--- config.mk ---
export PLATFORM = sky130hd
export DESIGN_NAME = nand_ecc_engine
export DESIGN_NICKNAME = d
export VERILOG_FILES = /design/src/rtl/nand_ecc_pkg.sv /design/src/rtl/nand_ecc_index.sv /design/src/rtl/nand_ecc_accum.sv /design/src/rtl/nand_ecc_bank.sv /design/src/rtl/nand_ecc_judge.sv /design/src/rtl/nand_ecc_engine.sv
export SDC_FILE = /design/constraint.sdc
export NUM_CORES = 1
export LEC_CHECK = 0
export CORE_MARGIN = 1
export CORE_UTILIZATION = 43
export CTS_CLUSTER_DIAMETER = 120
export CTS_CLUSTER_SIZE = 25
export DETAILED_ROUTE_END_ITERATION = 16
export PLACE_DENSITY = 0.7
export SLEW_MARGIN = 20
export SYNTH_ARGS = -nofsm -noshare
export SYNTH_HDL_FRONTEND = slang
export SYNTH_SLANG_ARGS = --single-unit
--- constraint.sdc ---
create_clock -name clk -period 12.7 [get_ports clk]
set_input_delay 2.54 -clock clk [delete_from_list [all_inputs] [get_ports clk]]
set_output_delay 2.54 -clock clk [all_outputs]
set_load 0.03 [all_outputs]
--- src/rtl/nand_ecc_pkg.sv ---
`timescale 1ns/1ps
package nand_ecc_pkg;

    // page geometry
    localparam int SECT_BYTES  = 512;
    localparam int NUM_SECT    = 4;
    localparam int SPARE_BYTES = 64;
    localparam int CODE_BYTES  = 3;

    localparam int DATA_BYTES  = SECT_BYTES * NUM_SECT;
    localparam int PAGE_BYTES  = DATA_BYTES + SPARE_BYTES;
    localparam int ECC_BYTES   = CODE_BYTES * NUM_SECT;
    localparam int OFF_W       = $clog2(SECT_BYTES);
    localparam int BIT_W       = 3;
    localparam int SEC_W       = $clog2(NUM_SECT);
    localparam int IDX_W       = $clog2(PAGE_BYTES);
    localparam int EOFF_W      = $clog2(ECC_BYTES);
    localparam int CB_W        = $clog2(CODE_BYTES);
    localparam int LINE_W      = 2 * OFF_W;
    localparam int COL_W       = 2 * BIT_W;
    localparam int CODE_W      = 8 * CODE_BYTES;

    typedef enum logic [1:0] {
        ST_CLEAN    = 2'd0,
        ST_FIXABLE  = 2'd1,
        ST_CODE_ERR = 2'd2,
        ST_FATAL    = 2'd3
    } ecc_stat_e;

    // column pairs on top, line pairs below: byte order of the spare slots
    typedef struct packed {
        logic [COL_W-1:0]  col;
        logic [LINE_W-1:0] line;
    } ecc_code_t;

    typedef struct packed {
        ecc_stat_e         stat;
        logic [SEC_W-1:0]  sector;
        logic [OFF_W-1:0]  byte_loc;
        logic [BIT_W-1:0]  bit_loc;
    } ecc_report_t;

    // fold one byte's parity into the line-pair vector
    function automatic logic [LINE_W-1:0] line_fold(
        input logic [LINE_W-1:0] acc,
        input logic [OFF_W-1:0]  offs,
        input logic              pb
    );
        logic [LINE_W-1:0] r;
        r = acc;
        for (int a = 0; a < OFF_W; a++) begin
            if (offs[a]) r[2*a+1] = r[2*a+1] ^ pb;
            else         r[2*a]   = r[2*a]   ^ pb;
        end
        return r;
    endfunction

    // reduce the running XOR of all bytes into column pairs
    function automatic logic [COL_W-1:0] col_reduce(input logic [7:0] x);
        logic [COL_W-1:0] r;
        r = '0;
        for (int b = 0; b < 8; b++) begin
            for (int c = 0; c < BIT_W; c++) begin
                if ((b >> c) & 1) r[2*c+1] = r[2*c+1] ^ x[b];
                else              r[2*c]   = r[2*c]   ^ x[b];
            end
        end
        return r;
    endfunction

    // classify the difference between stored and rebuilt codes
    function automatic ecc_report_t judge(
        input ecc_code_t        syn,
        input logic [SEC_W-1:0] sec
    );
        ecc_report_t r;
        logic        split_all;
        int          ones;
        r        = '0;
        r.sector = sec;
        split_all = 1'b1;
        for (int a = 0; a < OFF_W; a++)
            split_all = split_all & (syn.line[2*a] ^ syn.line[2*a+1]);
        for (int c = 0; c < BIT_W; c++)
            split_all = split_all & (syn.col[2*c] ^ syn.col[2*c+1]);
        ones = $countones(syn);
        if (syn == '0) begin
            r.stat = ST_CLEAN;
        end else if (split_all) begin
            r.stat = ST_FIXABLE;
            for (int a = 0; a < OFF_W; a++) r.byte_loc[a] = syn.line[2*a+1];
            for (int c = 0; c < BIT_W; c++) r.bit_loc[c] = syn.col[2*c+1];
        end else if (ones == 1) begin
            r.stat = ST_CODE_ERR;
        end else begin
            r.stat = ST_FATAL;
        end
        return r;
    endfunction

endpackage

--- src/rtl/nand_ecc_index.sv ---
`timescale 1ns/1ps
module nand_ecc_index
    import nand_ecc_pkg::*;
#(
    parameter int PAGE = PAGE_BYTES,
    parameter int W    = $clog2(PAGE)
) (
    input  logic         clk,
    input  logic         rst,
    input  logic         take,
    input  logic         restart,
    output logic [W-1:0] idx
);

    logic [W-1:0] cnt_q;

    // a restart makes the current byte index zero
    assign idx = restart ? '0 : cnt_q;

    always_ff @(posedge clk) begin
        if (rst) begin
            cnt_q <= '0;
        end else if (take) begin
            if (idx == W'(PAGE - 1)) cnt_q <= '0;
            else                     cnt_q <= idx + 1'b1;
        end
    end

endmodule

--- src/rtl/nand_ecc_accum.sv ---
`timescale 1ns/1ps
module nand_ecc_accum
    import nand_ecc_pkg::*;
(
    input  logic             clk,
    input  logic             rst,
    input  logic             take,
    input  logic [IDX_W-1:0] idx,
    input  logic [7:0]       din,
    output logic             done,
    output logic [SEC_W-1:0] done_sec,
    output ecc_code_t        code
);

    logic [LINE_W-1:0] line_q, line_base, line_n;
    logic [7:0]        xor_q, xor_base, xor_n;
    logic [OFF_W-1:0]  offs;
    logic              in_data_zone;
    logic              first;

    assign offs         = idx[OFF_W-1:0];
    assign in_data_zone = idx < IDX_W'(DATA_BYTES);
    assign first        = (offs == '0);

    // sector start drops whatever the previous sector left behind
    assign line_base = first ? '0 : line_q;
    assign xor_base  = first ? '0 : xor_q;
    assign line_n    = line_fold(line_base, offs, ^din);
    assign xor_n     = xor_base ^ din;

    always_ff @(posedge clk) begin
        if (rst) begin
            line_q <= '0;
            xor_q  <= '0;
        end else if (take && in_data_zone) begin
            line_q <= line_n;
            xor_q  <= xor_n;
        end
    end

    assign done      = take && in_data_zone && (offs == OFF_W'(SECT_BYTES - 1));
    assign done_sec  = idx[OFF_W +: SEC_W];
    assign code.line = line_n;
    assign code.col  = col_reduce(xor_n);

endmodule

--- src/rtl/nand_ecc_bank.sv ---
`timescale 1ns/1ps
module nand_ecc_bank
    import nand_ecc_pkg::*;
(
    input  logic             clk,
    input  logic             rst,
    input  logic             wr_en,
    input  logic [SEC_W-1:0] wr_sec,
    input  ecc_code_t        wr_code,
    input  logic [SEC_W-1:0] rd_sec,
    output ecc_code_t        rd_code
);

    ecc_code_t slot_w [NUM_SECT];

    for (genvar g = 0; g < NUM_SECT; g++) begin : g_slot
        ecc_code_t held;
        always_ff @(posedge clk) begin
            if (rst)                                   held <= '0;
            else if (wr_en && (wr_sec == SEC_W'(g)))   held <= wr_code;
        end
        assign slot_w[g] = held;
    end

    assign rd_code = slot_w[rd_sec];

endmodule

--- src/rtl/nand_ecc_judge.sv ---
`timescale 1ns/1ps
module nand_ecc_judge
    import nand_ecc_pkg::*;
(
    input  logic             clk,
    input  logic             rst,
    input  logic             fire,
    input  ecc_code_t        syn,
    input  logic [SEC_W-1:0] sec,
    output logic             vld,
    output ecc_report_t      rep
);

    always_ff @(posedge clk) begin
        if (rst) begin
            vld <= 1'b0;
            rep <= '0;
        end else begin
            vld <= fire;
            if (fire) rep <= judge(syn, sec);
        end
    end

endmodule

--- src/rtl/nand_ecc_engine.sv ---
`timescale 1ns/1ps
module nand_ecc_engine
    import nand_ecc_pkg::*;
(
    input  logic             clk,
    input  logic             rst,
    input  logic             wr_mode,
    input  logic             sop,
    input  logic             in_valid,
    input  logic [7:0]       in_data,
    output logic             ecc_ins,
    output logic [7:0]       ecc_byte,
    output logic             st_valid,
    output logic [1:0]       st_code,
    output logic [SEC_W-1:0] st_sector,
    output logic [OFF_W-1:0] st_byte,
    output logic [BIT_W-1:0] st_bit
);

    logic [IDX_W-1:0]  idx;
    logic [IDX_W-1:0]  rel;
    logic [EOFF_W-1:0] eoff;
    logic [SEC_W-1:0]  esec;
    logic [CB_W-1:0]   ebyte;
    logic              in_zone;
    logic              last_slot;
    logic              acc_done;
    logic [SEC_W-1:0]  acc_sec;
    ecc_code_t         acc_code;
    ecc_code_t         code_sel;
    logic [CODE_W-1:0] code_vec;
    logic [CODE_BYTES-2:0][7:0] stash_q;
    logic [CODE_W-1:0] stored;
    logic              judge_fire;
    ecc_report_t       rep;

    nand_ecc_index #(.PAGE(PAGE_BYTES), .W(IDX_W)) u_index (
        .clk     (clk),
        .rst     (rst),
        .take    (in_valid),
        .restart (sop && in_valid),
        .idx     (idx)
    );

    nand_ecc_accum u_accum (
        .clk      (clk),
        .rst      (rst),
        .take     (in_valid),
        .idx      (idx),
        .din      (in_data),
        .done     (acc_done),
        .done_sec (acc_sec),
        .code     (acc_code)
    );

    // locate the current byte among the code slots
    assign in_zone   = in_valid && (idx >= IDX_W'(DATA_BYTES))
                                && (idx <  IDX_W'(DATA_BYTES + ECC_BYTES));
    assign rel       = idx - IDX_W'(DATA_BYTES);
    assign eoff      = rel[EOFF_W-1:0];
    assign esec      = SEC_W'(eoff / EOFF_W'(CODE_BYTES));
    assign ebyte     = CB_W'(eoff % EOFF_W'(CODE_BYTES));
    assign last_slot = (ebyte == CB_W'(CODE_BYTES - 1));

    nand_ecc_bank u_bank (
        .clk     (clk),
        .rst     (rst),
        .wr_en   (acc_done),
        .wr_sec  (acc_sec),
        .wr_code (acc_code),
        .rd_sec  (esec),
        .rd_code (code_sel)
    );

    assign code_vec = code_sel;

    // write pass: hand out the code byte for the slot being passed
    always_comb begin
        ecc_ins  = in_zone && wr_mode;
        ecc_byte = '0;
        if (ecc_ins) ecc_byte = code_vec[{ebyte, 3'b000} +: 8];
    end

    // read pass: collect the leading stored bytes of a code
    always_ff @(posedge clk) begin
        if (rst) begin
            stash_q <= '0;
        end else if (in_zone && !wr_mode && !last_slot) begin
            stash_q <= {in_data, stash_q[CODE_BYTES-2:1]};
        end
    end

    assign stored     = {in_data, stash_q};
    assign judge_fire = in_zone && !wr_mode && last_slot;

    nand_ecc_judge u_judge (
        .clk  (clk),
        .rst  (rst),
        .fire (judge_fire),
        .syn  (code_sel ^ ecc_code_t'(stored)),
        .sec  (esec),
        .vld  (st_valid),
        .rep  (rep)
    );

    assign st_code   = rep.stat;
    assign st_sector = rep.sector;
    assign st_byte   = rep.byte_loc;
    assign st_bit    = rep.bit_loc;

endmodule

**Yosys cells after proc, flatten, opt, wreduce, memory -nomap -nowiden**

Cells that the tools add are included.

- Register bits after elaboration: 167

- Multiplexer cells: 31
- Shift-type cells: 1
- Add/subtract/negate cells: 25
- $lt $le $gt $ge: 4
- Reduce and logical (&&, ||, !) cells: 19
- Bitwise logic cells: 61
- Equality and inequality tests: 7
- Divide/modulo/power cells: 2

Operators by type and width:

| cell | count |
|---|---|
| $add 32x32->32 | 11 |
| $bmux 24 s2 | 1 |
| $mux 12 | 4 |
| $mux 24 | 2 |
| $xor 1x1->1 | 47 |
| $eq 32x2->1 const B | 1 |
| $add 1x1->2 | 12 |
| $logic_not 24->1 | 1 |
| $lt 12x12->1 const B | 2 |
| $shiftx 24x6->8 | 1 |
| $xor 24x24->24 | 1 |
| $mux 1 | 19 |
| $mux 18 | 1 |
| $mux 8 | 2 |
| $logic_and 1x1->1 | 13 |
| $add 12x1->12 const B | 1 |
| $eq 12x12->1 const B | 1 |
| $ge 12x12->1 const B | 1 |
| $and 1x1->1 | 11 |
| $eq 9x9->1 const B | 1 |
| $logic_not 9->1 | 1 |
| $reduce_xor 8->1 | 1 |
| $xor 8x8->8 | 1 |
| $eq 2x2->1 const B | 3 |
| 9 further kinds | 11 |

**Longest topological paths before layout**

Gate-level depths: netlist (run 1).

- Depth in word-level cells: 23
- Depth in mapped cells: 35
- Depth with buffers taken out: 32

**Hierarchy**

Synthesis (run 1) repeated with hierarchy kept, for this count alone.

- Cell total of the unflattened synthesis: 1,092
- Area total of the unflattened synthesis: 10,427.5 µm²

Modules (own cells, without submodules):

| module | cells an instance | instances | area each (µm²) |
|---|---|---|---|
| nand_ecc_bank | 371 | 1 | 4,394.2 |
| nand_ecc_accum | 282 | 1 | 2,153.3 |
| nand_ecc_judge | 164 | 1 | 1,625.3 |
| nand_ecc_engine | 175 | 1 | 1,446.4 |
| nand_ecc_index | 100 | 1 | 808.3 |

**Least setup slack after synthesis (run 1)**

No wires, ideal clock.

- Path type: input to register
- Start: input sop
- End: register u_judge.rep[14] (netlist name)
- Arrival time: 9.629 ns
- Stages: 32
- Setup slack: 2.952 ns
- Buffers on the path: 4
- Cells stage by stage: nand2_1 -> clkbuf_1 -> nand3_1 -> ha_1 -> clkbuf_1 -> o21a_1 -> o221ai_2 -> ha_1 -> clkbuf_1 -> inv_1 -> o211ai_2 -> clkbuf_1 -> mux2i_1 -> nand2_1 -> o221a_2 -> xnor2_1 -> inv_1 -> ha_1 -> fa_1 -> inv_1 -> fa_1 -> fa_1 -> fa_1 -> inv_1 -> fa_1 -> ha_1 -> inv_1 -> fa_1 -> nor4bb_1 -> nand4b_1 -> o21ai_0 -> o21ai_1

- Longest elaborated chain between the ends: 23

RTL lines:

| item | line | source |
|---|---|---|
| start: declaration | nand_ecc_engine.sv:8 | `input logic sop,` |
| $logic_and 1x1->1 (*) | nand_ecc_engine.sv:41 | `.restart (sop && in_valid),` |
| $mux 12 (*) | nand_ecc_index.sv:18 | `assign idx = restart ? '0 : cnt_q;` |
| parallel branches: the longest is 21 deep, another holds $add 32x32->32 | -- |  |

Every way passes the cells marked *. The select of a mux whose other input is x is not followed.
A chain may end at the register's enable or synchronous reset.

**Worst setup path in the final report (run 1)**

- Start: input in_valid
- End: register u_judge.rep[14] (netlist name)

- Longest elaborated chain between the ends: 23

RTL lines:

| item | line | source |
|---|---|---|
| start: declaration | nand_ecc_engine.sv:9 | `input logic in_valid,` |
| parallel branches: the longest is 23 deep, another holds $add 32x32->32 | -- |  |

Several ways; the timed one is not identified. The select of a mux whose other input is x is not followed.

==> results of run 1 <==
[routing by layer]
layer	track usage [%]	vias to the layer above	wire length, um	share of wire [%]
met4	9.16	0	773	3.0
met3	4.34	47	1440	5.7
met1	31.8	3811	11800	47
met2	36.2	249	11400	45
li1	-	3908	-	-
met5	0	-	0	0
[critical path, delay by kind of cell]
family,cells,cell delay (ps)
AND/OR/NAND/NOR,6,1170
adder cells (fa/ha/maj),10,3920
buffers and inverters,6,1440
AO/OA/AOI/OAI,7,2040
XOR/XNOR,1,340
[cell type report]
class,count,area (um2)
flip-flops and latches,167,3340
inverters,68,255
fillers,2087,11300
well taps,280,350
clock inverters,15,141
multi-input cells,816,5640
clock buffers,17,425
repair buffers,51,475
[logic make-up after synthesis]
group	share of synthesized area (%)
fa+ha+maj	9.14
flops	34.7
xor+xnor	8.05
buf+inv	7.14
simple gates	17.2
mux	3.06
compound gates	20.8
[how the worst min path moves through the flow]
stage	start	to	cells past startpoint
6_report	u_judge.rep[15]$_SDFFE_PP0P_	u_judge.rep[15]$_SDFFE_PP0P_	2
3_3_place_gp	u_bank.g_slot[2].held[21]$_SDFFE_PP0P_	u_bank.g_slot[2].held[21]$_SDFFE_PP0P_	2
2_1_floorplan	u_bank.g_slot[2].held[19]$_SDFFE_PP0P_	u_bank.g_slot[2].held[19]$_SDFFE_PP0P_	2
5_1_grt	u_judge.rep[15]$_SDFFE_PP0P_	u_judge.rep[15]$_SDFFE_PP0P_	2
3_5_place_dp	u_bank.g_slot[2].held[18]$_SDFFE_PP0P_	u_bank.g_slot[2].held[18]$_SDFFE_PP0P_	2
4_1_cts	u_judge.rep[15]$_SDFFE_PP0P_	u_judge.rep[15]$_SDFFE_PP0P_	2
[Yosys cell counts (5+ instances only)]
master	number
sky130_fd_sc_hd__o21ai_0	54
sky130_fd_sc_hd__a22oi_1	10
sky130_fd_sc_hd__or3_1	10
sky130_fd_sc_hd__o22ai_1	13
sky130_fd_sc_hd__nand3_1	12
sky130_fd_sc_hd__inv_1	68
sky130_fd_sc_hd__xor2_2	8
sky130_fd_sc_hd__nand2_1	56
sky130_fd_sc_hd__o211ai_1	10
sky130_fd_sc_hd__o22a_1	6
sky130_fd_sc_hd__clkbuf_1	44
sky130_fd_sc_hd__a21oi_1	50
sky130_fd_sc_hd__nor2b_1	5
sky130_fd_sc_hd__nand3b_1	19
sky130_fd_sc_hd__nor2_1	200
sky130_fd_sc_hd__buf_2	27
sky130_fd_sc_hd__dfxtp_1	167
sky130_fd_sc_hd__xor2_1	26
sky130_fd_sc_hd__a211oi_1	103
sky130_fd_sc_hd__mux2i_1	25
sky130_fd_sc_hd__nor3_1	16
sky130_fd_sc_hd__ha_1	40
sky130_fd_sc_hd__fa_1	19
sky130_fd_sc_hd__buf_6	6
sky130_fd_sc_hd__and3_1	5
sky130_fd_sc_hd__nand4_1	5
sky130_fd_sc_hd__xnor2_1	44
sky130_fd_sc_hd__o2bb2ai_1	8
[through the flow]
| stage | hold slack, ps | std cells |
|---|---|---|
| 2_1_floorplan | 447 | 1135 |
| 3_3_place_gp | 468 | 1382 |
| 3_5_place_dp | 472 | 1382 |
| 4_1_cts | 488 | 1414 |
| 5_1_grt | 513 | 1414 |
| 6_report | 484 | 1414 |
[flip-flops by register name, indices dropped and copies added, names as in the netlist]
name and count:
u_index.cnt_q 12, u_accum.line_q 18, u_bank.g_slot.held 96, u_judge.vld 1
stash_q 16, u_accum.xor_q 8, u_judge.rep 16
[power by group through the flow]
stage	Combinational (mW)	Sequential, mW	Clock [mW]
after floorplan	0.163	0.549	0
after global placement	0.208	0.550	0
after detailed placement	0.214	0.551	0
after CTS	0.216	0.539	0.515
after global routing	0.241	0.540	0.540
final	0.218	0.539	0.508
==> metrics.md, run 1 <==
| Metric | Value |
|---|---|
| Final core utilization | `48.6%` |
| Start point of the critical path | `in_valid` |
| Switching power summed over all nets | `381 uW` |
| Portion of total power attributed to sequential cells | `between 40% and 50%` |
| Largest stage delay on the critical path | `890 ps` |
| Largest net degree at the start of global routing | `89` |
| Number of design rule violations left after detail routing | `0` |
| Cell type contributing the most total cell area after synthesis | `sky130_fd_sc_hd__dfxtp_1` |
| Commonest register cell after synthesis | `sky130_fd_sc_hd__dfxtp_1` |
| Clock network fraction of total power | `40.2%` |
| Total internal power | `884 uW` |
| Area added between synthesis and finish | `10.3%` |
| Die extent in x | `between 150 and 200 um` |
| Register-to-register setup slack | `3960 ps` |
| Most used cells in the layout excluding fill and tap cells | `199 x sky130_fd_sc_hd__nor2_1, 167 x sky130_fd_sc_hd__dfxtp_1, 103 x sky130_fd_sc_hd__a211oi_1` |
| H-tree lvl count | `4` |
| CTS buffer count | `17` |
| Total die area | `23,000 um2` |
| Number of warnings issued by yosys | `0` |
| Max IR drop VDD | `0.000104 V` |
| Fraction of layout cells with a size suffix above 1 | `approximately 8.0%` |
| Crit-path slowest cell | `sky130_fd_sc_hd__clkdlybuf4s50_1` |
| Lkg Pwr | `4.00 nW` |
| Data required time at the worst endpoint | `between 10,000 and 15,000 ps` |
| Global router's overall resource usage | `23.3%` |
| Peak clock frequency supported by timing | `0.0893 GHz` |
| Number of antenna violations at the first check in global routing | `0` |
| Most frequent standard cell in the layout excluding fill and tap cells | `sky130_fd_sc_hd__nor2_1` |
| Starting DRT DRC Count | `between 600 and 700` |
| Crit-path max FO | `26` |
| Cell area after synthesis | `around 9600 um2` |
| Clock net sink count | `167` |
| Count of different cell masters after synthesis | `73` |
| Clock latency of the later-clocked register in the worst-skew pair | `around 440 ps` |
| Count of max-cap constraint violations | `0` |
| Remaining number of nets flagged by the antenna check after routing | `0` |
| Worst path most repeated cell | `sky130_fd_sc_hd__fa_1` |
| Yosys reg bits | `167` |
| Ys async rst share | `0%` |
| Crit start category | `primary input` |
| HP Class | `flip-flop to flip-flop` |
| Synthesized instance count | `1,135` |
| Worst Tran Pin Value | `1020 ps` |
| HPWL Detailed | `approximately 18,000 um` |
| Path depth of the worst reg2reg path | `28` |
| Finished Cell Area | `10,600 um2` |
| CORE AREA | `21,900 um2` |
| Cts repair resizes | `0` |
| Post-detailed-route wirelength per cell | `18.0 um` |
| Count of endpoints failing setup in the final report | `0` |
| Power density of the placed cells | `119 nW/um2` |
| Combinational power share | `between 10% and 20%` |
| Die H | `~150 um` |
| Number of enable-type register cells in the synthesized netlist | `0` |
| Worst rel slew slack | `32.2%` |
| Port Buf Inserts | `38` |
| Data arrival, critical path | `11,510 ps` |
| Total number of placement rows | `54` |
| Routability Congestion | `0.914` |
| Number of buffers inserted for hold repair after clock tree synthesis | `0` |
| Number of vias per cell | `5.67` |
| Global-route wire length before repair | `40,900 um` |
| End of the worst register-to-register path | `u_judge.rep[14]$_SDFFE_PP0P_` |
| Worst r2r src | `u_index.cnt_q[3]$_SDFFE_PP0P_` |
| Crit path kind | `primary input to flip-flop` |
| Portion of the clock cycle consumed by the worst path in the final layout | `between 80% and 90%` |
| Fin. max-slew vios | `0` |
| Category of the worst setup path capture point | `flip-flop` |
| Shortest clock period the worst path allows after layout | `11,190 ps` |
| Mean instance size in the synthesized netlist | `8.49 um2` |
| TritonCTS clock tree | `done` |
| Antenna diode count | `0` |
| Pre-CTS setup slack | `~1200 ps` |
| Final net count | `1,193` |
| Unrepaired setup endpoints after global routing | `false` |
| Root Driver | `sky130_fd_sc_hd__clkbuf_16` |
| Share of synthesized area occupied by flip-flops and latches | `34.7%` |
| Buffer count from post-CTS setup fixing | `0` |
| Total congestion overflow after global routing | `0` |
| Post-placement cell area | `10,100 um2` |
| Maximum count of clock buffers along a single path | `2` |
| Leading cell types by total area after synthesis | `sky130_fd_sc_hd__dfxtp_1 35%, sky130_fd_sc_hd__a211oi_1 8.0%, sky130_fd_sc_hd__nor2_1 7.8%` |
| Count of pins on the block boundary | `39` |
| Via count of the first global-routing pass | `7,488` |
| Routed via count | `approximately 8,000` |
| Status | `finished, final reports clean` |
| Termination of the worst setup path | `u_judge.rep[14]$_SDFFE_PP0P_` |
| Design Power | `1.26 mW` |
| Accumulated negative setup slack | `0 ps` |
| Clock-pin slew of the registers on the worst-case setup and hold paths | `70 ps` |
| Final hold viol count | `0` |
| Initial DRT Pass Iterations | `5` |
| Switching Fraction | `30.1%` |
| Post-detailed-routing wire length | `25,500 um` |
| Final critical-path setup slack | `1510 ps` |
| Starting density of the core | `44.0%` |
| Maximum clock skew at final layout | `about 6.6 ps` |
| Share of Yosys cell area claimed by the top area cell type | `34.7%` |
| Syn Nets | `1,207` |
No activity file was read; power rests on OpenSTA's default activity.
==> inputs of run 2 (changes only) <==
- ABC_AREA: unset -> 1
==> metrics.md, run 2 <==
| Metric | Value |
|---|---|
| Status | `finished, final reports clean (unchanged)` |
| Share of synthesized area occupied by flip-flops and latches | `32.0% (was 34.7%)` |
| Port Buf Inserts | `38 (unchanged)` |
| HPWL Detailed | `20,000 um (was 18,100 um)` |
| Ys async rst share | `0% (unchanged)` |
| Number of design rule violations left after detail routing | `0 (unchanged)` |
| Number of buffers inserted for hold repair after clock tree synthesis | `0 (unchanged)` |
| Lkg Pwr | `5.39 nW (was 4.00 nW)` |
| Synthesized-area fraction occupied by ao, oa, aoi and oai cells | `14.8% (was 20.8%)` |
| Fin. max-slew vios | `0 (unchanged)` |
| Accumulated negative setup slack | `0 ps (unchanged)` |
| Total internal power | `888 uW (was 884 uW)` |
| Category of the worst setup path capture point | `primary output (was flip-flop)` |
| Multiplexer fraction of the synthesized cell area | `0% (was 3.06%)` |
| Routed via count | `9,349 (was 8,015)` |
| Portion of the clock cycle consumed by the worst path in the final layout | `85.6% (was 88.1%)` |
| Buffer count from post-CTS setup fixing | `0 (unchanged)` |
| Starting density of the core | `44.1% (was 44.0%)` |
| CTS buffer count | `17 (unchanged)` |
| CORE AREA | `23,700 um2 (was 21,900 um2)` |
| Count of pins on the block boundary | `39 (unchanged)` |
| Design Power | `1.26 mW (about the same)` |
| Via count of the first global-routing pass | `8,452 (was 7,488)` |
| Crit path kind | `primary input to primary output (was primary input to flip-flop)` |
| Total die area | `24,900 um2 (was 23,000 um2)` |
| Register-to-register setup slack | `4700 ps (was 3960 ps)` |
| Number of warnings issued by yosys | `0 (unchanged)` |
| Root Driver | `sky130_fd_sc_hd__clkbuf_16 (unchanged)` |
| Most common cell in the netlist | `sky130_fd_sc_hd__inv_1 (was sky130_fd_sc_hd__nor2_1)` |
| Maximum count of clock buffers along a single path | `2 (unchanged)` |
| Cts repair resizes | `0 (unchanged)` |
| Die extent in x | `158 um (was 152 um)` |
| Unrepaired setup endpoints after global routing | `false (unchanged)` |
| Largest Register | `u_bank.g_slot.held (unchanged)` |
| Initial DRT Pass Iterations | `7 (was 5)` |
| Total number of placement rows | `56 (was 54)` |
| Share of Yosys cell area claimed by the top area cell type | `32.0% (was 34.7%)` |
| Switching power summed over all nets | `372 uW (was 381 uW)` |
| Post-synthesis xor/xnor area fraction | `4.94% (was 8.05%)` |
| Synthesized instance count | `1,494 (was 1,135)` |
| Worst Tran Pin Value | `1130 ps (was 1020 ps)` |
| Max IR drop VDD | `0.0000873 V (was 0.000104 V)` |
| Routability Congestion | `0.949 (was 0.914)` |
| Post-detailed-routing wire length | `28,300 um (was 25,500 um)` |
| Clock net sink count | `167 (unchanged)` |
| Largest net degree at the start of global routing | `80 (was 89)` |
| Global-route wire length before repair | `45,100 um (was 40,900 um)` |
| Count of max-cap constraint violations | `0 (unchanged)` |
| Termination of the worst setup path | `ecc_byte[2] (was u_judge.rep[14]$_SDFFE_PP0P_)` |
| Count of endpoints failing setup in the final report | `0 (unchanged)` |
| Start point of the critical path | `in_valid (unchanged)` |
| Most frequent standard cell in the layout excluding fill and tap cells | `sky130_fd_sc_hd__inv_1 (was sky130_fd_sc_hd__nor2_1)` |
| Worst r2r src | `u_index.cnt_q[0]$_SDFFE_PP0P_ (was u_index.cnt_q[3]$_SDFFE_PP0P_)` |
| Syn Nets | `1,566 (was 1,207)` |
| Leading cell types by total area after synthesis | `sky130_fd_sc_hd__dfxtp_1 32%, sky130_fd_sc_hd__inv_1 11%, sky130_fd_sc_hd__nand2_1 9.0% (was sky130_fd_sc_hd__dfxtp_1 35%, sky130_fd_sc_hd__a211oi_1 8.0%, sky130_fd_sc_hd__nor2_1 7.8%)` |
| Final-layout worst hold slack | `465 ps (was 484 ps)` |
| FILL cells | `2,366 (was 2,087)` |
| Remaining number of nets flagged by the antenna check after routing | `0 (unchanged)` |
| Mean instance size in the synthesized netlist | `7.00 um2 (was 8.49 um2)` |
| Data arrival, critical path | `8330 ps (was 11,510 ps)` |
| Combined area of the multi-input logic cells | `5560 um2 (was 5640 um2)` |
| Antenna diode count | `0 (unchanged)` |
| Global router's overall resource usage | `23.5% (was 23.3%)` |
| Post-synthesis share of cell area spent on and, or, nand and nor gates | `25.1% (was 17.2%)` |
| Clock latency of the later-clocked register in the worst-skew pair | `430 ps (was 440 ps)` |
| Maximum clock skew at final layout | `8.87 ps (was 6.61 ps)` |
| Number of enable-type register cells in the synthesized netlist | `0 (unchanged)` |
| Post-detailed-route wirelength per cell | `15.5 um (was 18.0 um)` |
| Largest registers in the final layout | `u_bank.g_slot.held: 96 flops, u_accum.line_q: 18 flops (unchanged)` |
| Portion of total power attributed to sequential cells | `42.5% (was 42.6%)` |
| Cell area after synthesis | `10,500 um2 (was 9640 um2)` |
| Data required time at the worst endpoint | `10,160 ps (was 13,010 ps)` |
| Starting DRT DRC Count | `781 (was 659)` |
| Fraction of layout cells with a size suffix above 1 | `7.60% (was 8.02%)` |
| Switching Fraction | `29.5% (was 30.1%)` |
| Commonest register cell after synthesis | `sky130_fd_sc_hd__dfxtp_1 (unchanged)` |
| TritonCTS clock tree | `done (unchanged)` |
| Total congestion overflow after global routing | `0 (unchanged)` |
| Count of different cell masters after synthesis | `44 (was 73)` |
| Die H | `158 um (was 152 um)` |
| Cell type contributing the most total cell area after synthesis | `sky130_fd_sc_hd__dfxtp_1 (unchanged)` |
| Peak clock frequency supported by timing | `0.0920 GHz (was 0.0893 GHz)` |
| Adder-cell area share of the yosys netlist | `8.43% (was 9.14%)` |
| Shortest clock period the worst path allows after layout | `10,870 ps (was 11,190 ps)` |
| Crit-path max FO | `59 (was 26)` |
| Largest family of logic cells by synthesized area | `simple AND/OR/NAND/NOR gates (was compound AO/OA/AOI/OAI gates)` |
| Post-synth top cells | `296 x sky130_fd_sc_hd__inv_1, 252 x sky130_fd_sc_hd__nand2_1, 167 x sky130_fd_sc_hd__a21oi_1, 167 x sky130_fd_sc_hd__dfxtp_1, 150 x sky130_fd_sc_hd__nand3_1 (was 200 x sky130_fd_sc_hd__nor2_1, 167 x sky130_fd_sc_hd__dfxtp_1, 103 x sky130_fd_sc_hd__a211oi_1)` |
| Path depth of the worst reg2reg path | `31 (was 28)` |
| Power density of the placed cells | `110 nW/um2 (was 119 nW/um2)` |
| H-tree lvl count | `4 (unchanged)` |
| Crit start category | `primary input (unchanged)` |
| Clock-pin slew of the registers on the worst-case setup and hold paths | `70 ps (about the same)` |
| Final net count | `1,560 (was 1,193)` |
| Number of flip-flops in the largest register | `96 (unchanged)` |
| Area added between synthesis and finish | `9.61% (was 10.3%)` |
| Yosys reg bits | `167 (unchanged)` |
| End of the worst register-to-register path | `u_judge.rep[14]$_SDFFE_PP0P_ (unchanged)` |
| Number of antenna violations at the first check in global routing | `0 (unchanged)` |
| Worst rel slew slack | `24.8% (was 32.2%)` |
| Final hold viol count | `0 (unchanged)` |
| Combinational power share | `17.2% (about the same)` |
| Number of vias per cell | `5.14 (was 5.67)` |
| Final core utilization | `48.4% (was 48.6%)` |
| Most used cells in the layout excluding fill and tap cells | `295 x sky130_fd_sc_hd__inv_1, 252 x sky130_fd_sc_hd__nand2_1, 167 x sky130_fd_sc_hd__a21oi_1, 167 x sky130_fd_sc_hd__dfxtp_1, 150 x sky130_fd_sc_hd__nand3_1 (was 199 x sky130_fd_sc_hd__nor2_1, 167 x sky130_fd_sc_hd__dfxtp_1, 103 x sky130_fd_sc_hd__a211oi_1)` |
| Clock network fraction of total power | `40.3% (was 40.2%)` |
| Register area | `3340 um2 (unchanged)` |
| HP Class | `flip-flop to flip-flop (unchanged)` |
## run 2: power by group through the flow
| stage | sequential, mW | combinational [mW] | clock (mW) |
|---|---|---|---|
| 5_1_grt | 0.536 | 0.242 | 0.539 |
| 3_5_place_dp | 0.547 | 0.216 | 0 |
| 6_report | 0.536 | 0.216 | 0.507 |
| 3_3_place_gp | 0.547 | 0.210 | 0 |
| 2_1_floorplan | 0.547 | 0.161 | 0 |
| 4_1_cts | 0.535 | 0.217 | 0.514 |
## run 2: kinds of logic after synthesis
family                   Yosys count
AND/OR/NAND/NOR                  542
buffers and inverters            378
AO/OA/AOI/OAI                    301
flip-flops                       167
adder cells (fa/ha/maj)           59
XOR/XNOR                          47
## run 2: per-layer routing
metal	global-route usage [%]	share of wire, %	vias up
met5	0	0	-
met4	10.2	3.5	0
met3	3.20	6.1	55
met2	38.1	45	290
met1	31.3	45	4336
li1	-	-	4668
## run 2: how the worst min path moves through the flow
stage	depth (start not counted)	slack, ps	start	end
6_report	2	470	u_judge.rep[0]$_SDFFE_PP0P_	u_judge.rep[0]$_SDFFE_PP0P_
5_1_grt	2	480	u_judge.rep[8]$_SDFFE_PP0P_	u_judge.rep[8]$_SDFFE_PP0P_
4_1_cts	2	470	u_judge.rep[9]$_SDFFE_PP0P_	u_judge.rep[9]$_SDFFE_PP0P_
3_5_place_dp	2	460	u_judge.rep[9]$_SDFFE_PP0P_	u_judge.rep[9]$_SDFFE_PP0P_
3_3_place_gp	2	450	u_judge.rep[15]$_SDFFE_PP0P_	u_judge.rep[15]$_SDFFE_PP0P_
2_1_floorplan	2	440	u_index.cnt_q[11]$_SDFFE_PP0P_	u_index.cnt_q[11]$_SDFFE_PP0P_
## run 2: critical path: stages
cell and delay, ps:
sky130_fd_sc_hd__clkdlybuf4s50_1 620, sky130_fd_sc_hd__nand2_4 300, sky130_fd_sc_hd__inv_2 110, sky130_fd_sc_hd__nor2_1 370, sky130_fd_sc_hd__inv_1 190, sky130_fd_sc_hd__ha_1 270
sky130_fd_sc_hd__nand4_4 100, sky130_fd_sc_hd__nand2_4 230, sky130_fd_sc_hd__xor2_1 300, sky130_fd_sc_hd__ha_1 210, sky130_fd_sc_hd__clkinv_1 80, sky130_fd_sc_hd__buf_4 220
sky130_fd_sc_hd__nand2_4 510, sky130_fd_sc_hd__nand2_1 140, sky130_fd_sc_hd__nand2_2 320, sky130_fd_sc_hd__nand2_2 180, sky130_fd_sc_hd__inv_2 310, sky130_fd_sc_hd__nand2_1 190
sky130_fd_sc_hd__a21oi_1 340, sky130_fd_sc_hd__clkdlybuf4s50_1 750
## run 2: cell type report
type	count	share of cell area [%]
multi-input combinational	949	48.6
sequential	167	29.2
inverter	307	10.1
timing repair buffer	46	3.82
clock buffer	19	3.78
tap	319	3.48
clock inverter	12	1.14
## run 2: per-stage QoR
step	area, um2	instances	worst slack, ps
after floorplan	10500	1494	3610
after CTS	11500	1819	1990
after global routing	11500	1819	1560
after detailed placement	10900	1788	1640
final	11500	1819	1830
after global placement	10900	1788	1960
==> inputs of run 3 (changes only) <==
- CORE_MARGIN: 1 -> unset
- CORE_UTILIZATION: 43 -> 30
- PLACE_DENSITY: 0.7 -> 0.55
==> metrics.md, run 3 (synthesized netlist as in run 2, its figures left out) <==
| Metric | Value |
|---|---|
| Status | `complete, but fails checks (was finished, final reports clean)` |
| Violated checks | `DRC` |
| Unrepaired setup endpoints after global routing | `false (unchanged)` |
| Die H | `189 um (was 158 um)` |
| Data arrival, critical path | `8380 ps (was 8330 ps)` |
| Number of antenna violations at the first check in global routing | `0 (unchanged)` |
| Global router's overall resource usage | `17.4% (was 23.5%)` |
| Max IR drop VDD | `0.0000604 V (was 0.0000873 V)` |
| Worst path most repeated cell | `sky130_fd_sc_hd__nand2_4 (unchanged)` |
| Register area | `3340 um2 (unchanged)` |
| Fin. max-slew vios | `0 (unchanged)` |
| Lkg Pwr | `5.38 nW (was 5.39 nW)` |
| Portion of total power attributed to sequential cells | `42.0% (was 42.5%)` |
| Number of design rule violations left after detail routing | `1 (was 0)` |
| Final core utilization | `33.8% (was 48.4%)` |
| Final net count | `1,558 (was 1,560)` |
| Worst rel slew slack | `27.6% (was 24.8%)` |
| Peak clock frequency supported by timing | `0.0915 GHz (was 0.0920 GHz)` |
| Pre-CTS setup slack | `1430 ps (was 1640 ps)` |
| Fraction of layout cells with a size suffix above 1 | `7.41% (was 7.60%)` |
| Total number of placement rows | `68 (was 56)` |
| Crit-path slowest cell | `sky130_fd_sc_hd__clkdlybuf4s50_1 (unchanged)` |
| Cts repair resizes | `0 (unchanged)` |
| Switching Fraction | `30.1% (was 29.5%)` |
| Post-placement cell area | `11,000 um2 (was 10,900 um2)` |
| Data required time at the worst endpoint | `10,160 ps (about the same)` |
| Initial DRT Pass Iterations | `11 (was 7)` |
| HP Class | `flip-flop to flip-flop (unchanged)` |
| Root Driver | `sky130_fd_sc_hd__clkbuf_16 (unchanged)` |
| Starting DRT DRC Count | `824 (was 781)` |
| Remaining number of nets flagged by the antenna check after routing | `0 (unchanged)` |
| Clock latency of the later-clocked register in the worst-skew pair | `440 ps (was 430 ps)` |
| HPWL Detailed | `21,800 um (was 20,000 um)` |
| Area added between synthesis and finish | `11.3% (was 9.61%)` |
| Final-layout worst hold slack | `462 ps (was 465 ps)` |
| Combined area of the multi-input logic cells | `5570 um2 (was 5560 um2)` |
| Number of flip-flops in the largest register | `96 (unchanged)` |
| Clock net sink count | `167 (unchanged)` |
| Largest stage delay on the critical path | `740 ps (was 750 ps)` |
| Total congestion overflow after global routing | `0 (unchanged)` |
| Accumulated negative setup slack | `0 ps (unchanged)` |
| Most frequent standard cell in the layout excluding fill and tap cells | `sky130_fd_sc_hd__inv_1 (unchanged)` |
| H-tree lvl count | `4 (unchanged)` |
| Final hold viol count | `0 (unchanged)` |
| Final critical-path setup slack | `1780 ps (was 1830 ps)` |
| Category of the worst setup path capture point | `primary output (unchanged)` |
| Antenna diode count | `0 (unchanged)` |
| Clock-pin slew of the registers on the worst-case setup and hold paths | `60 ps (was 70 ps)` |
| CORE AREA | `34,500 um2 (was 23,700 um2)` |
| FILL cells | `3,730 (was 2,366)` |
| Count of max-cap constraint violations | `0 (unchanged)` |
| Post-detailed-routing wire length | `30,100 um (was 28,300 um)` |
| Largest net degree at the start of global routing | `65 (was 80)` |
| Maximum count of clock buffers along a single path | `2 (unchanged)` |
| Number of buffers inserted for hold repair after clock tree synthesis | `0 (unchanged)` |
| CP cell instances | `clkdlybuf4s50_1 > nand2_4 > inv_2 > nor2_1 > inv_1 > ha_1 > nand4_4 > nand2_4 > xor2_1 > ha_1 > clkinv_1 > nand2_4 > nand2_1 > nand2_2 > nand2_2 > inv_2 > nand2_1 > a21oi_1 > clkdlybuf4s50_1 (was clkdlybuf4s50_1 > nand2_4 > inv_2 > nor2_1 > inv_1 > ha_1 > nand4_4 > nand2_4 > xor2_1 > ha_1 > clkinv_1 > buf_4 > nand2_4 > nand2_1 > nand2_2 > nand2_2 > inv_2 > nand2_1 > a21oi_1 > clkdlybuf4s50_1)` |
| Number of vias per cell | `4.69 (was 5.14)` |
| Clock network fraction of total power | `41.0% (was 40.3%)` |
| Portion of the clock cycle consumed by the worst path in the final layout | `86.0% (was 85.6%)` |
| Port Buf Inserts | `38 (unchanged)` |
| Buffer count from post-CTS setup fixing | `0 (unchanged)` |
| TritonCTS clock tree | `done (unchanged)` |
| Maximum clock skew at final layout | `13.1 ps (was 8.87 ps)` |
| Global-route wire length before repair | `47,900 um (was 45,100 um)` |
| Total internal power | `891 uW (was 888 uW)` |
| Routability Congestion | `0.893 (was 0.949)` |
| Power density of the placed cells | `110 nW/um2 (about the same)` |
| Via count of the first global-routing pass | `8,396 (was 8,452)` |
| Combinational power share | `17.0% (was 17.2%)` |
| Design Power | `1.27 mW (was 1.26 mW)` |
| CTS buffer count | `17 (unchanged)` |
| Most used cells in the layout excluding fill and tap cells | `295 x sky130_fd_sc_hd__inv_1, 252 x sky130_fd_sc_hd__nand2_1, 167 x sky130_fd_sc_hd__a21oi_1, 167 x sky130_fd_sc_hd__dfxtp_1, 150 x sky130_fd_sc_hd__nand3_1 (unchanged)` |
| Crit-path max FO | `59 (unchanged)` |
| Count of pins on the block boundary | `39 (unchanged)` |
| Starting density of the core | `30.3% (was 44.1%)` |
| Dpl cells | `1,921 (was 1,788)` |
| Largest Register | `u_bank.g_slot.held (unchanged)` |
| Switching power summed over all nets | `384 uW (was 372 uW)` |
| Die extent in x | `189 um (was 158 um)` |
| Largest registers in the final layout | `u_bank.g_slot.held: 96 flops, u_accum.line_q: 18 flops (unchanged)` |
| Finished Cell Area | `11,600 um2 (was 11,500 um2)` |
| Non-filler cells in the finished layout | `1,953 (was 1,819)` |
| Shortest clock period the worst path allows after layout | `10,920 ps (was 10,870 ps)` |
| Worst Tran Pin Value | `1080 ps (was 1130 ps)` |
| Routed via count | `9,152 (was 9,349)` |
| Total die area | `35,600 um2 (was 24,900 um2)` |
| Crit path kind | `primary input to primary output (unchanged)` |
| Post-detailed-route wirelength per cell | `15.4 um (was 15.5 um)` |
| Count of endpoints failing setup in the final report | `0 (unchanged)` |
| Crit start category | `primary input (unchanged)` |
==> run 3: critical path, delay by kind of cell <==
kind,cells,cell delay (ps)
XOR/XNOR,1,260
AO/OA/AOI/OAI,1,350
adder cells (fa/ha/maj),2,440
AND/OR/NAND/NOR,9,2410
buffers and inverters,6,2350
==> run 3: metal layers <==
metal | part of all wire, % | global-route usage (%) | vias to the layer above
met5 | 0 | 0 | -
met1 | 47 | 23.6 | 4221
met4 | 2.1 | 5.74 | 0
li1 | - | - | 4674
met3 | 5.1 | 2.78 | 32
met2 | 46 | 28.1 | 225
==> run 3: worst paths after layout <==
path,cells after the start,slack (ps),endpoint,startpoint
worst max register to register,33,4650,u_judge.rep[14]$_SDFFE_PP0P_,u_index.cnt_q[0]$_SDFFE_PP0P_
worst min-delay path,2,460,u_judge.rep[6]$_SDFFE_PP0P_,u_judge.rep[6]$_SDFFE_PP0P_
worst max-delay path,19,1780,ecc_byte[2],in_valid
worst min register to register,2,460,u_judge.rep[6]$_SDFFE_PP0P_,u_judge.rep[6]$_SDFFE_PP0P_
==> run 3: final cells by class <==
class / count / area share, %
clock buffer: 19 / 3.72
sequential: 167 / 28.7
tap: 455 / 4.89
multi-input combinational: 949 / 47.9
inverter: 307 / 9.90
timing repair buffer: 44 / 3.67
clock inverter: 12 / 1.22
==> run 3: power groups by stage <==
stage | clock, mW | combinational (mW) | sequential (mW)
4_1_cts | 0.536 | 0.220 | 0.535
3_3_place_gp | 0 | 0.216 | 0.547
2_1_floorplan | 0 | 0.161 | 0.547
3_5_place_dp | 0 | 0.219 | 0.547
6_report | 0.522 | 0.217 | 0.535
5_1_grt | 0.558 | 0.245 | 0.536
